--- src/rtl/osc_trim_pkg.sv ---
package osc_trim_pkg;
  typedef struct packed {
    logic adv;    // an oscillator cycle is consumed this clock
    logic skip;   // consume one extra count (tick early)
    logic stall;  // consume no count (tick late)
  } trimStrobe_t;
endpackage

--- src/rtl/osc_trim_ctrl.sv ---
module osc_trim_ctrl
  import osc_trim_pkg::*;
#(
  parameter int FINE_SHIFT   = 20,
  parameter int COARSE_SHIFT = 18
) (
  input  logic        clk,
  input  logic        rst_n,
  input  logic        oscEn,
  input  logic        regWrEn,
  input  logic [15:0] regWrData,
  output logic [15:0] regRdData,
  output trimStrobe_t strobe
);
  localparam int WIN = FINE_SHIFT;
  localparam int GAP = FINE_SHIFT - COARSE_SHIFT;

  logic           cfgMode, actMode;
  logic [7:0]     cfgOff, actOff;
  logic [WIN-1:0] winCnt, acc, inc;
  logic [7:0]     mag;
  logic [WIN:0]   sum;
  logic           carry, lastStep;

  always_ff @(posedge clk) begin
    if (!rst_n) begin
      cfgMode <= 1'b0;
      cfgOff  <= '0;
    end else if (regWrEn) begin
      cfgMode <= regWrData[15];
      cfgOff  <= regWrData[7:0];
    end
  end

  assign regRdData = {cfgMode, 1'b0, ~cfgOff[7], {5{cfgOff[7]}}, cfgOff};

  assign mag      = actOff[7] ? (~actOff + 8'd1) : actOff;
  assign inc      = actMode ? (WIN'(mag) << GAP) : WIN'(mag);
  assign sum      = {1'b0, acc} + {1'b0, inc};
  assign carry    = sum[WIN];
  assign lastStep = (winCnt == '1);

  always_ff @(posedge clk) begin
    if (!rst_n) begin
      winCnt  <= '0;
      acc     <= '0;
      actMode <= 1'b0;
      actOff  <= '0;
    end else if (oscEn) begin
      winCnt <= winCnt + 1'b1;
      acc    <= sum[WIN-1:0];
      if (lastStep) begin
        actMode <= cfgMode;
        actOff  <= cfgOff;
      end
    end
  end

  assign strobe.adv   = oscEn;
  assign strobe.skip  = oscEn & carry & ~actOff[7];
  assign strobe.stall = oscEn & carry & actOff[7];

  p_strobe_excl_r4: assert property (@(posedge clk) disable iff (!rst_n)
    $onehot0({strobe.skip, strobe.stall}));
  p_spread_r4: assert property (@(posedge clk) disable iff (!rst_n)
    (strobe.skip || strobe.stall) |=> !(strobe.skip || strobe.stall));
  p_cfg_window_r7: assert property (@(posedge clk) disable iff (!rst_n)
    !(oscEn && lastStep) |=> ($stable(actMode) && $stable(actOff)));
  p_win_idle_r8: assert property (@(posedge clk) disable iff (!rst_n)
    !oscEn |=> ($stable(winCnt) && $stable(acc)));
endmodule

--- src/rtl/osc_trim_prescaler.sv ---
module osc_trim_prescaler
  import osc_trim_pkg::*;
#(
  parameter int PRESCALE = 32768
) (
  input  logic        clk,
  input  logic        rst_n,
  input  trimStrobe_t strobe,
  output logic        tick
);
  localparam int CW = $clog2(PRESCALE + 2);
  localparam logic [CW-1:0] LIMIT = CW'(PRESCALE);

  logic [CW-1:0] pscCnt, step, nxt;
  logic          wrap;

  assign step = strobe.skip ? CW'(2) : (strobe.stall ? CW'(0) : CW'(1));
  assign nxt  = pscCnt + step;
  assign wrap = (nxt >= LIMIT);

  always_ff @(posedge clk) begin
    if (!rst_n) begin
      pscCnt <= '0;
      tick   <= 1'b0;
    end else if (strobe.adv) begin
      pscCnt <= wrap ? (nxt - LIMIT) : nxt;
      tick   <= wrap;
    end else begin
      tick   <= 1'b0;
    end
  end

  p_cnt_range_r1: assert property (@(posedge clk) disable iff (!rst_n)
    pscCnt < LIMIT);
  p_tick_needs_osc_r8: assert property (@(posedge clk) disable iff (!rst_n)
    tick |-> $past(strobe.adv));
  p_stall_no_tick_r5: assert property (@(posedge clk) disable iff (!rst_n)
    strobe.stall |=> !tick);
  p_hold_idle_r8: assert property (@(posedge clk) disable iff (!rst_n)
    !strobe.adv |=> $stable(pscCnt));
endmodule

--- src/rtl/osc_drift_trim.sv ---
module osc_drift_trim
  import osc_trim_pkg::*;
#(
  parameter int PRESCALE     = 32768,
  parameter int FINE_SHIFT   = 20,
  parameter int COARSE_SHIFT = 18
) (
  input  logic        clk,
  input  logic        rst_n,
  input  logic        oscEn,
  input  logic        regWrEn,
  input  logic [15:0] regWrData,
  output logic [15:0] regRdData,
  output logic        secTick
);
  trimStrobe_t strobe;

  osc_trim_ctrl #(
    .FINE_SHIFT(FINE_SHIFT),
    .COARSE_SHIFT(COARSE_SHIFT)
  ) u_ctrl (
    .clk(clk), .rst_n(rst_n), .oscEn(oscEn),
    .regWrEn(regWrEn), .regWrData(regWrData),
    .regRdData(regRdData), .strobe(strobe)
  );

  osc_trim_prescaler #(
    .PRESCALE(PRESCALE)
  ) u_psc (
    .clk(clk), .rst_n(rst_n), .strobe(strobe), .tick(secTick)
  );
endmodule

--- config.mk ---
export PLATFORM = sky130hd
export DESIGN_NAME = osc_drift_trim
export DESIGN_NICKNAME = d
export VERILOG_FILES = /design/src/rtl/osc_trim_pkg.sv /design/src/rtl/osc_trim_ctrl.sv /design/src/rtl/osc_trim_prescaler.sv /design/src/rtl/osc_drift_trim.sv
export SDC_FILE = /design/constraint.sdc
export NUM_CORES = 1
export LEC_CHECK = 0
export ABC_AREA = 1
export CORE_MARGIN = 2
export CORE_UTILIZATION = 47
export CTS_BUF_LIST = sky130_fd_sc_hd__clkbuf_8 sky130_fd_sc_hd__clkbuf_16
export CTS_CLUSTER_DIAMETER = 50
export CTS_CLUSTER_SIZE = 25
export DETAILED_ROUTE_END_ITERATION = 12
export GPL_ROUTABILITY_DRIVEN = 0
export HOLD_SLACK_MARGIN = 0.12
export PLACE_DENSITY = 0.67
export SYNTH_ARGS = -nofsm -noshare
export SYNTH_HDL_FRONTEND = slang
export SYNTH_SLANG_ARGS = --single-unit
export TNS_END_PERCENT = 50
--- constraint.sdc ---
create_clock -name clk -period 7.6 [get_ports clk]
set_input_delay 2.28 -clock clk [delete_from_list [all_inputs] [get_ports clk]]
set_output_delay 2.28 -clock clk [all_outputs]
set_load 0.02 [all_outputs]
# Word level (Yosys, flattened, before mapping)

Cells that the tools add are included.

$add $sub $neg: 5
Order comparisons: 1
Equality and inequality tests: 1
Multiplexer cells: 5
Bitwise gates (word level): 6
Reduce and logical (&&, ||, !) cells: 2

Operators by type and width:

| operator               | count |
|---|---|
| $mux 16                | 2 |
| $add 20x20->21         | 1 |
| $add 20x1->20 const B  | 1 |
| $eq 20x20->1 const B   | 1 |
| $add 16x16->16         | 1 |
| $ge 16x16->1 const B   | 1 |
| $sub 16x16->16 const B | 1 |
| $mux 10                | 1 |
| $add 8x1->8 const B    | 1 |
| $mux 8                 | 1 |
| $not 8->8              | 1 |
| $reduce_and 2->1       | 2 |
| $and 1x1->1            | 3 |
| $not 1->1              | 2 |
| $mux 1                 | 1 |

Register bits: 75
Input bits: 20
Word-level logic and storage cells: 28

# Depth between registers and ports, before layout

Gate-level depths: netlist of run 1.

Depth in word-level cells: 12
Depth in mapped cells: 28
Depth with buffers taken out: 28

# Hierarchy

From an unflattened synthesis of run 1, not the netlist that was laid out.

Cells, all modules: 682
Area, all modules: 4506.8 µm²

By module, submodules not included:

| module             | times used | cells an instance | area each (µm²) |
|---|---|---|---|
| osc_trim_ctrl      | 1          | 540               | 3544.6 |
| osc_trim_prescaler | 1          | 142               | 962.2 |

# Worst setup path before layout of run 1

OpenSTA, ideal clock, no wires.

Path type: input -> register
Start point: in oscEn
End point: reg u_psc.pscCnt[14]
Data arrival time: 4.133 ns
Slack: 3.358 ns
Stages: 17
Buffers on the path: 1
Cells stage by stage: buf_4 nand3_1 inv_1 nand3_1 inv_1 nand2_1 ha_1 inv_1 fa_1 nor3_4 nand2_2 nor2_4 nand3_1 nor2_1 nor2_1 nand2_1 inv_1

Word-level cells in the longest chain between the ends: 7
Elaborated cells between the ends (all ways): 9
Classes of those cells: 2 x add/sub; 1 x order compare; 3 x mux; 3 x bitwise

Ends and longest elaborated chain:

| what                                                  | line                                               | source |
|---|---|---|
| start: declaration                                    | osc_drift_trim.sv:10                               | `input logic oscEn,` |
| $and 1x1->1                                           | osc_trim_ctrl.sv:60, osc_trim_ctrl.sv:61           |  |
| $and 1x1->1                                           | osc_trim_ctrl.sv:61                                | `assign strobe.stall = oscEn & carry & actOff[7];` |
| $mux 1                                                | osc_trim_prescaler.sv:17                           | `assign step = strobe.skip ? CW'(2) : (strobe.stall ? CW'(0) : CW'(1));` |
| $mux 16                                               | osc_trim_prescaler.sv:17                           |  |
| $add 16x16->16                                        | osc_trim_prescaler.sv:18                           | `assign nxt = pscCnt + step;` |
| $sub 16x16->16 / $ge 16x16->1 (equally long branches) | osc_trim_prescaler.sv:26, osc_trim_prescaler.sv:19 |  |
| $mux 16                                               | osc_trim_prescaler.sv:26                           | `pscCnt <= wrap ? (nxt - LIMIT) : nxt;` |
| end signal: assignment                                | osc_trim_prescaler.sv:26                           |  |
| end: declaration                                      | osc_trim_prescaler.sv:14                           | `logic [CW-1:0] pscCnt, step, nxt;` |

Parallel ways exist; a longest one is shown, timed or not.
A chain may end at the register's enable or synchronous reset.

# Worst setup path in the final report of run 1

Same ends and word-level chain as after synthesis.

==> summary.md, run 1 <==
| Metric | Value |
|---|---|
| Status | complete, no violations |
| Static leakage | 0.00211 uW |
| DRC marker count from the first detailed-route iteration | 164 |
| Longest Clk Path Bufs | 2 |
| Final cycle utilization of the critical path | 60.9% |
| Largest net degree at the start of global routing | 47 |
| Floorplan die height | 98.7 um |
| Total power of the final layout | 841 uW |
| Fmax | 216 MHz |
| Unrepaired setup endpoints after global routing | false |
| Worst Setup Path Type | in -> reg |
| Final core utilization | 54.7% |
| Flip-flop cell with the highest count after synthesis | dfxtp_1 |
| Number of H-tree levels | 3 |
| Aggregate global routing overflow | 0 |
| Clock latency at the later pin of the worst-skew pair | 0.36 ns |
| Per-cell via count in the routed design | 5.10 |
| Number of max-cap violations | 0 |
| Worst-path clk slew | 0.09 ns |
| Proportion of synthesized flip-flops having asynchronous set or reset | 0% |
| Net count of the mapped netlist | 666 |
| Critical path capture point type | register |
| Most repeated library cell on the critical path | nand3_1 |
| Hold Fails Final Rpt | 0 |
| Post-CTS sizing | 0 |
| Most used routing layer in global routing | met2 |
| Avg WL per Cell | 11.6 um |
| Type of the tightest min-delay check | reg -> reg |
| Final critical-path required period | 4.63 ns |
| Avg Inst Size Synth | 6.69 um^2 |
| Top cells by area, synth | dfxtp_1, nand2_1, inv_1, nor2_1, nand3_1 |
| Core Box Area | 8720 um^2 |
| Hold Slack | 0.463 ns |
| Num rows | 34 |
| Via count of the first global-routing pass | 3675 |
| # Post-CTS Setup Buffers | 0 |
| Worst clock skew | 0.0134 ns |
| IR Drop Worst-Case VDD | 95.1 uV |
| Final Max Slew Viols | 0 |
| Largest stage delay on the critical path | 0.50 ns |
| Post-placement setup slack | 2.61 ns |
| Most numerous cell types in the synthesized netlist | nand2_1, inv_1, nor2_1, dfxtp_1, nand3_1 |
| Number of buffers added on ports | 28 |
| Maximum fanout along the worst path | 46 |
| Effective utilization at floorplan | 48.3% |
| Clock net sink count | 75 |
| Number of distinct library cells after synthesis | 40 |
| Total die area | 9740 um^2 |
| Clock tree from TritonCTS | yes |
| Number of flops mapped to enable cells by yosys | 0 |
| Yosys top cell area share | 35.6% |
| Residual DRC count | 0 |
| Final TNS setup | 0 ns |
| Die X | 98.7 um |
| Power per Cell Area | 176 nW/um^2 |
| Cell type contributing the most total cell area after synthesis | dfxtp_1 |
| Mapped Area | 4220 um^2 |
| Total Routing Usage GR | 19.5% |
| DRT antenna net count | 0 |
| Number of placed I/O pins | 37 |
| Startpoint type of the worst setup path | primary input |
| Number of antenna violations at the first check in global routing | 0 |
| Global-route met3 utilization | 3.55% |
| Part of the Yosys area used for sequential elements | 35.6% |
| Master of the slowest instance on the critical path | fa_1 |
| Endpoint required time on the critical path | 7.87 ns |
| Number of buffers inserted during clock tree synthesis | 9 |
| Slew Limit Headroom | 54.4% |
| Total vias in the final route | 3898 |
| Cells after Synth | 630 |
| Worst Hold Depth | 2 |
| Fin nets | 687 |
| Syn. warnings | 0 |
| Arr. time, crit path | 4.90 ns |
| Met2 GRT Util | 35.3% |
| Slew at the pin with the worst max-slew slack | 0.681 ns |
| Met1 routing resource usage after global routing | 22.6% |
| Final setup violation count | 0 |
| Cell-by-cell trace of the critical path | buf_2 -> buf_4 -> nand3_1 -> inv_1 -> nand3_1 -> inv_1 -> nand3_1 -> fa_1 -> nor3_4 -> nand2_2 -> nor2_4 -> nand3_1 -> nor2_1 -> nor2_1 -> nand2_1 -> inv_1 |
| Worst setup margin | 2.97 ns |
| Hold Buf Count CTS | 0 |
| Fraction of final layout cells with drive strength greater than 1 | 5.34% |
| Placed wire-length estimate | 6.43 mm |
| Depth of the worst register-to-register path | 28 |
| Number of antenna diodes | 0 |
| Global-route wire length before repair | 15.7 mm |
| Clock root buffer | clkbuf_8 |
| Cell with the most instances after synthesis | nand2_1 |
| Sum of routed wire length over all layers | 8.89 mm |
| Register bit count reported by yosys | 75 |
| Length of the first detailed-routing pass in iterations | 5 |
| Area growth from synthesis to layout | 13.2% |
-- layout by cell type, fill, tap and decap left out, types with 2 or more instances in the layout --
master,count
dfxtp_1,75
nor2_4,2
nand3b_1,2
nor3_1,8
nand2_2,2
bufinv_16,3
nand4_1,20
buf_4,2
a22o_1,3
nor2_2,3
a31oi_1,2
fa_1,2
xor2_1,5
nand3_2,2
inv_1,90
nand2_1,146
o21ai_0,36
nor2_1,89
nor3_2,3
o211ai_1,2
nor4_1,2
clkdlybuf4s50_1,27
nand3_1,45
o22ai_1,2
ha_1,14
a21oi_1,34
clkbuf_8,9
xnor2_1,10
-- final cells by class --
type                       instances  area (um^2)
sequential                        75         1500
clock buffer                       9          124
fill                             878         3950
clock inverter                     7          116
multi-input combinational        443         2260
inverter                          92          348
tap                              108          135
timing repair buffer              30          290
-- sequential cells by signal (all words and copies together) (netlist names) --
| name | cells |
|---|---|
| u_ctrl.actMode | 1 |
| u_ctrl.actOff | 8 |
| u_psc.tick | 1 |
| u_ctrl.cfgMode | 1 |
| u_ctrl.winCnt | 20 |
| u_psc.pscCnt | 16 |
| u_ctrl.acc | 20 |
| u_ctrl.cfgOff | 8 |
-- critical path, delay by kind of cell --
| family | cells | cell delay, ns |
|---|---|---|
| buffers and inverters | 5 | 0.82 |
| and+or+nand+nor | 10 | 1.26 |
| adders and majority gates | 1 | 0.50 |
-- final timing paths --
check	start	slack (ns)	end
max	oscEn	2.97	u_psc.pscCnt[14]$_SDFFE_PN0P_
max reg2reg	u_ctrl.actOff[0]$_SDFFE_PN0P_	3.52	u_psc.pscCnt[14]$_SDFFE_PN0P_
min	u_ctrl.acc[5]$_SDFFE_PN0P_	0.46	u_ctrl.acc[5]$_SDFFE_PN0P_
min reg2reg	u_ctrl.acc[5]$_SDFFE_PN0P_	0.46	u_ctrl.acc[5]$_SDFFE_PN0P_
-- stage by stage --
stage / std cells / area, um^2
finish: 764 / 4770
global route: 764 / 4770
CTS: 764 / 4770
detailed placement: 748 / 4530
global placement: 748 / 4530
floorplan: 630 / 4220
-- power breakdown --
part,internal (uW),switching (uW)
combinational,24.8,35.6
sequential,401,6.41
clock,218,156
total,643,198
-- cells by family after synthesis --
group	synth area share (%)
fa+ha+maj	5.11
other cells	0.0890
xor+xnor	3.12
simple gates	34.6
buf+inv	10.8
flops	35.6
compound gates	10.7
-- per-layer routing --
layer  wire length, um  share of wire (%)
met1              4080                 46
met2              4370                 49
met3               279                3.1
met4               166                1.9
met5                 0                  0
No activity file was read; power rests on OpenSTA's default activity.
==> run 2: changes to the inputs <==
Settings changed: PLACE_DENSITY 0.67 to 0.7.
Clock period 7.6 ns to 4.18 ns, I/O delays scaled along.
==> summary.md, run 2 (synthesized netlist as in run 1, its figures left out) <==
| Metric | Value |
|---|---|
| Slew at the pin with the worst max-slew slack | 0.661 ns |
| Worst-path clk slew | 0.08 ns |
| Depth of the worst register-to-register path | 28 |
| Total Routing Usage GR | 19.5% |
| Worst clock skew | 0.0116 ns |
| Clock latency at the later pin of the worst-skew pair | 0.35 ns |
| Startpoint type of the worst setup path | register |
| Longest Clk Path Bufs | 2 |
| Capture endpoint of the worst hold path | u_psc.pscCnt[15]$_SDFFE_PN0P_ |
| Final Max Slew Viols | 0 |
| Fraction of final layout cells with drive strength greater than 1 | 6.20% |
| Total vias in the final route | 3891 |
| Number of antenna diodes | 0 |
| Global-route wire length before repair | 15.8 mm |
| Arr. time, crit path | 4.03 ns |
| Static leakage | 0.00212 uW |
| Hold Fails Final Rpt | 0 |
| Final critical-path required period | 3.77 ns |
| Via count of the first global-routing pass | 3643 |
| Worst Setup Path Type | reg -> reg |
| Critical path capture point type | register |
| Effective utilization at floorplan | 48.3% |
| Total of fill cells in the finished design | 853 |
| Final setup violation count | 0 |
| Area growth from synthesis to layout | 13.9% |
| Largest stage delay on the critical path | 0.38 ns |
| Clock root buffer | clkbuf_8 |
| Length of the first detailed-routing pass in iterations | 5 |
| Number of buffers inserted during clock tree synthesis | 9 |
| Number of placed I/O pins | 37 |
| Most frequent standard cell in the layout excluding fill and tap cells | nand2_1 |
| Start of the worst register-to-register path | u_ctrl.actOff[0]$_SDFFE_PN0P_ |
| Per-cell via count in the routed design | 5.06 |
| Core Box Area | 8720 um^2 |
| Largest net degree at the start of global routing | 46 |
| Slew Limit Headroom | 55.7% |
| Number of H-tree levels | 3 |
| Residual DRC count | 0 |
| Master of the slowest instance on the critical path | fa_2 |
| Avg WL per Cell | 11.5 um |
| Number of max-cap violations | 0 |
| Type of the tightest min-delay check | reg -> reg |
| Most repeated library cell on the critical path | nand2_1 |
| DRC marker count from the first detailed-route iteration | 172 |
| Power per Cell Area | 301 nW/um^2 |
| End of the worst register-to-register path | u_psc.pscCnt[14]$_SDFFE_PN0P_ |
| Maximum fanout along the worst path | 7 |
| Post-placement setup slack | 0.196 ns |
| Number of antenna violations at the first check in global routing | 0 |
| R2R setup slack | 0.41 ns |
| Min-Delay Startpoint | u_psc.pscCnt[15]$_SDFFE_PN0P_ |
| Number of buffers added on ports | 28 |
| Fmax | 265 MHz |
| Clock tree from TritonCTS | yes |
| Total power of the final layout | 1450 uW |
| Commonest cells after routing, fill and taps aside | nand2_1, inv_1, nor2_1 |
| Worst Hold Depth | 2 |
| Floorplan die height | 98.7 um |
| Endpoint required time on the critical path | 4.44 ns |
| Aggregate global routing overflow | 0 |
| DRT antenna net count | 0 |
| Worst setup margin | 0.412 ns |
| Sum of routed wire length over all layers | 8.85 mm |
| Total die area | 9740 um^2 |
| Status | complete, no violations |
| Clock net sink count | 75 |
| Final TNS setup | 0 ns |
| IR Drop Worst-Case VDD | 177 uV |
| Num rows | 34 |
| Die X | 98.7 um |
| Registers with the highest flip-flop counts | u_ctrl.acc (20), u_ctrl.winCnt (20), u_psc.pscCnt (16) |
| Combined buffer and inverter count along the critical path | 6 |
| Placed wire-length estimate | 6.46 mm |
| Final cycle utilization of the critical path | 90.2% |
| Fin nets | 692 |
| Family with the most delay on the worst path | simple AND/OR/NAND/NOR gates |
==> run 2: per-layer routing <==
layer	share of wire (%)	track usage, %
met1	47	23.4
met2	49	35.2
met3	3.3	3.90
met4	1.2	6.01
met5	0	0
==> run 2: how the worst max path moves through the flow <==
stage               depth (start not counted)  slack, ns                       endpoint                     startpoint
global placement                           28       0.26  u_psc.pscCnt[14]$_SDFFE_PN0P_  u_ctrl.actOff[0]$_SDFFE_PN0P_
CTS                                        28       0.14  u_psc.pscCnt[14]$_SDFFE_PN0P_  u_ctrl.actOff[0]$_SDFFE_PN0P_
finish                                     28       0.41  u_psc.pscCnt[14]$_SDFFE_PN0P_  u_ctrl.actOff[0]$_SDFFE_PN0P_
detailed placement                         28       0.20  u_psc.pscCnt[14]$_SDFFE_PN0P_  u_ctrl.actOff[0]$_SDFFE_PN0P_
global route                               28      -0.01  u_psc.pscCnt[14]$_SDFFE_PN0P_  u_ctrl.actOff[0]$_SDFFE_PN0P_
floorplan                                  28       0.66  u_psc.pscCnt[14]$_SDFFE_PN0P_  u_ctrl.actOff[0]$_SDFFE_PN0P_
==> run 2: what timing repair did <==
action,in CTS,in global routing
buffers inserted,0,2
endpoints found under the setup margin,0,5
hold buffers,0,0
gates resized for setup,0,6
==> run 2: per-stage QoR <==
step / std cells / area (um^2) / hold slack [ns] / util (%)
floorplan: 630 / 4220 / 0.433 / -
global placement: 751 / 4560 / 0.445 / 52.3
detailed placement: 751 / 4560 / 0.452 / 52.3
CTS: 767 / 4770 / 0.464 / 54.7
global route: 769 / 4800 / 0.484 / 55.1
finish: 769 / 4800 / 0.458 / 55.1
==> run 2: area by class of cell <==
cell class	count	area, um^2	share of cell area (%)
clock buffers	12	165	3.44
clock inverters	4	48.8	1.02
inverters	92	348	7.25
multi-input cells	443	2270	47.3
flip-flops and latches	75	1500	31.3
well taps	108	135	2.81
repair buffers	35	333	6.93
==> run 2: where the power goes <==
part | internal (uW) | switching, uW
clock network | 323 | 269
logic | 48.0 | 64.8
registers | 728 | 11.7
==> run 2: tightest hold or removal path: stages, from the launching register on <==
cell	delay, ns
dfxtp_1	0.30
inv_1	0.07
nor2_1	0.05
==> run 3: changes to the inputs <==
Settings changed: GPL_TIMING_DRIVEN set to 0.
==> summary.md, run 3 (synthesized netlist as in run 1, its figures left out) <==
| Metric | Value |
|---|---|
| Arr. time, crit path | 4.11 ns |
| Number of buffers added on ports | 27 |
| Fraction of final layout cells with drive strength greater than 1 | 7.68% |
| Number of antenna violations at the first check in global routing | 0 |
| Placed wire-length estimate | 7.51 mm |
| Non-filler instance count after layout | 785 |
| Status | complete, no violations |
| Clock net sink count | 75 |
| DRC marker count from the first detailed-route iteration | 168 |
| Clock latency at the later pin of the worst-skew pair | 0.34 ns |
| Fmax | 259 MHz |
| Number of placed I/O pins | 37 |
| Fin nets | 708 |
| Final setup violation count | 0 |
| Final core utilization | 55.9% |
| Area growth from synthesis to layout | 15.6% |
| Total vias in the final route | 4068 |
| Core Box Area | 8720 um^2 |
| Number of buffers inserted during clock tree synthesis | 9 |
| Largest stage delay on the critical path | 0.42 ns |
| Per-cell via count in the routed design | 5.18 |
| Effective utilization at floorplan | 48.3% |
| Critical path capture point type | register |
| R2R setup slack | 0.32 ns |
| Final critical-path required period | 3.86 ns |
| Total internal power | 1060 uW |
| Registers with the highest flip-flop counts | u_ctrl.acc (20), u_ctrl.winCnt (20), u_psc.pscCnt (16) |
| Commonest cells after routing, fill and taps aside | nand2_1, inv_1, nor2_1 |
| Type of the tightest min-delay check | reg -> reg |
| Via count of the first global-routing pass | 3826 |
| Worst Hold Depth | 2 |
| Register share of total power | 51.8% |
| Master of the slowest instance on the critical path | fa_2 |
| Slew Limit Headroom | 53.3% |
| Most frequent standard cell in the layout excluding fill and tap cells | nand2_1 |
| Worst-path clk slew | 0.08 ns |
| Sum of routed wire length over all layers | 9.89 mm |
| Number of placed cells counting well taps | 765 |
| Largest net degree at the start of global routing | 15 |
| Number of H-tree levels | 3 |
| Num rows | 34 |
| End of the worst register-to-register path | u_psc.pscCnt[14]$_SDFFE_PN0P_ |
| Capture endpoint of the worst hold path | u_psc.pscCnt[15]$_SDFFE_PN0P_ |
| Switching power as a share of total power | 25.8% |
| Startpoint type of the worst setup path | register |
| IR Drop Worst-Case VDD | 213 uV |
| Number of antenna diodes | 0 |
| Total Routing Usage GR | 21.3% |
| Most repeated library cell on the critical path | inv_1 |
| Total power of the final layout | 1430 uW |
| Endpoint required time on the critical path | 4.42 ns |
| Relative contribution of combinational cells to total power | 8.7% |
| Combined buffer and inverter count along the critical path | 6 |
| Hold Fails Final Rpt | 0 |
| Family with the most delay on the worst path | simple AND/OR/NAND/NOR gates |
| Maximum fanout along the worst path | 7 |
| Clock tree from TritonCTS | yes |
| Min-Delay Startpoint | u_psc.pscCnt[15]$_SDFFE_PN0P_ |
| Part of the power in the clock network | 39.6% |
| Hold Buf Count CTS | 0 |
| Longest Clk Path Bufs | 2 |
| Area of the multi-input gates | 2280 um^2 |
| Static leakage | 0.00216 uW |
| Length of the first detailed-routing pass in iterations | 5 |
| Switching power summed over all nets | 368 uW |
| Die X | 98.7 um |
| Total of fill cells in the finished design | 861 |
| Worst Setup Path Type | reg -> reg |
| Aggregate global routing overflow | 0 |
| Avg WL per Cell | 12.6 um |
| Area of all sequential standard cells | 1500 um^2 |
| Worst clock skew | 0.00611 ns |
| DRT antenna net count | 0 |
| Final cycle utilization of the critical path | 92.4% |
| Depth of the worst register-to-register path | 25 |
| Global-route wire length before repair | 17.1 mm |
| Clock root buffer | clkbuf_8 |
| Power per Cell Area | 294 nW/um^2 |
| Slew at the pin with the worst max-slew slack | 0.697 ns |
| Final Max Slew Viols | 0 |
| Start of the worst register-to-register path | u_ctrl.actOff[0]$_SDFFE_PN0P_ |
| Total die area | 9740 um^2 |
| Floorplan die height | 98.7 um |
| Number of max-cap violations | 0 |
| Residual DRC count | 0 |
-- run 3: changes by cell type in the layout (fill, tap and decap cells not counted), moves of 3 or more --
cell / change
buf_1: +3
buf_2: +3
buf_4: +5
clkbuf_1: +6
clkbuf_8: -3
-- run 3: final cells by class --
type	instances	area share, %
Buffer	20	2.23
Clock buffer	9	2.54
Tap cell	108	2.77
Clock inverter	7	1.59
Inverter	92	7.14
Timing Repair Buffer	31	6.16
Multi-Input combinational cell	443	46.7
Sequential cell	75	30.8
-- run 3: worst max-delay path by stage --
| stage | cells after the start | from | to |
|---|---|---|---|
| after floorplan | 28 | u_ctrl.actOff[0]$_SDFFE_PN0P_ | u_psc.pscCnt[14]$_SDFFE_PN0P_ |
| after global placement | 28 | u_ctrl.actOff[0]$_SDFFE_PN0P_ | u_psc.pscCnt[14]$_SDFFE_PN0P_ |
| after detailed placement | 28 | u_ctrl.actOff[0]$_SDFFE_PN0P_ | u_psc.pscCnt[14]$_SDFFE_PN0P_ |
| after CTS | 28 | u_ctrl.actOff[0]$_SDFFE_PN0P_ | u_psc.pscCnt[14]$_SDFFE_PN0P_ |
| after global routing | 28 | u_ctrl.actOff[0]$_SDFFE_PN0P_ | u_psc.pscCnt[14]$_SDFFE_PN0P_ |
| final | 25 | u_ctrl.actOff[0]$_SDFFE_PN0P_ | u_psc.pscCnt[14]$_SDFFE_PN0P_ |
-- run 3: stage by stage --
stage          cell area, um^2  setup slack (ns)  setup TNS, ns  hold slack (ns)
2_1_floorplan             4220             0.659              0            0.433
3_3_place_gp              4620             0.261              0            0.443
3_5_place_dp              4620             0.183              0            0.447
4_1_cts                   4820             0.129              0            0.460
5_1_grt                   4870           -0.0211        -0.0211            0.493
6_report                  4870             0.318              0            0.460
-- run 3: metal layers --
layer  vias up  routed length, um  part of all wire (%)  global-route usage [%]
met5         -                  0                     0                       0
met4         0                128                   1.3                    5.58
met3        11                446                   4.5                    4.61
met2        98               4810                    49                    38.0
met1      1858               4510                    46                    26.1
li1       2101                  -                     -                       -
-- run 3: repair_timing --
item                                    CTS  global route
setup buffers                             0             4
endpoints found under the setup margin    0             5
hold endpoints to repair                  0             0
gates resized for setup                   0            10
-- run 3: power by group through the flow --
stage	registers (uW)	clock network, uW	logic, uW
6_report	741	566	124
5_1_grt	743	614	136
4_1_cts	741	582	123
3_5_place_dp	757	0	122
3_3_place_gp	757	0	120
2_1_floorplan	761	0	64.8
-- run 3: worst min-delay path, stage by stage (launching register included) --
cell	delay, ns
dfxtp_1	0.30
inv_1	0.07
nor2_1	0.05
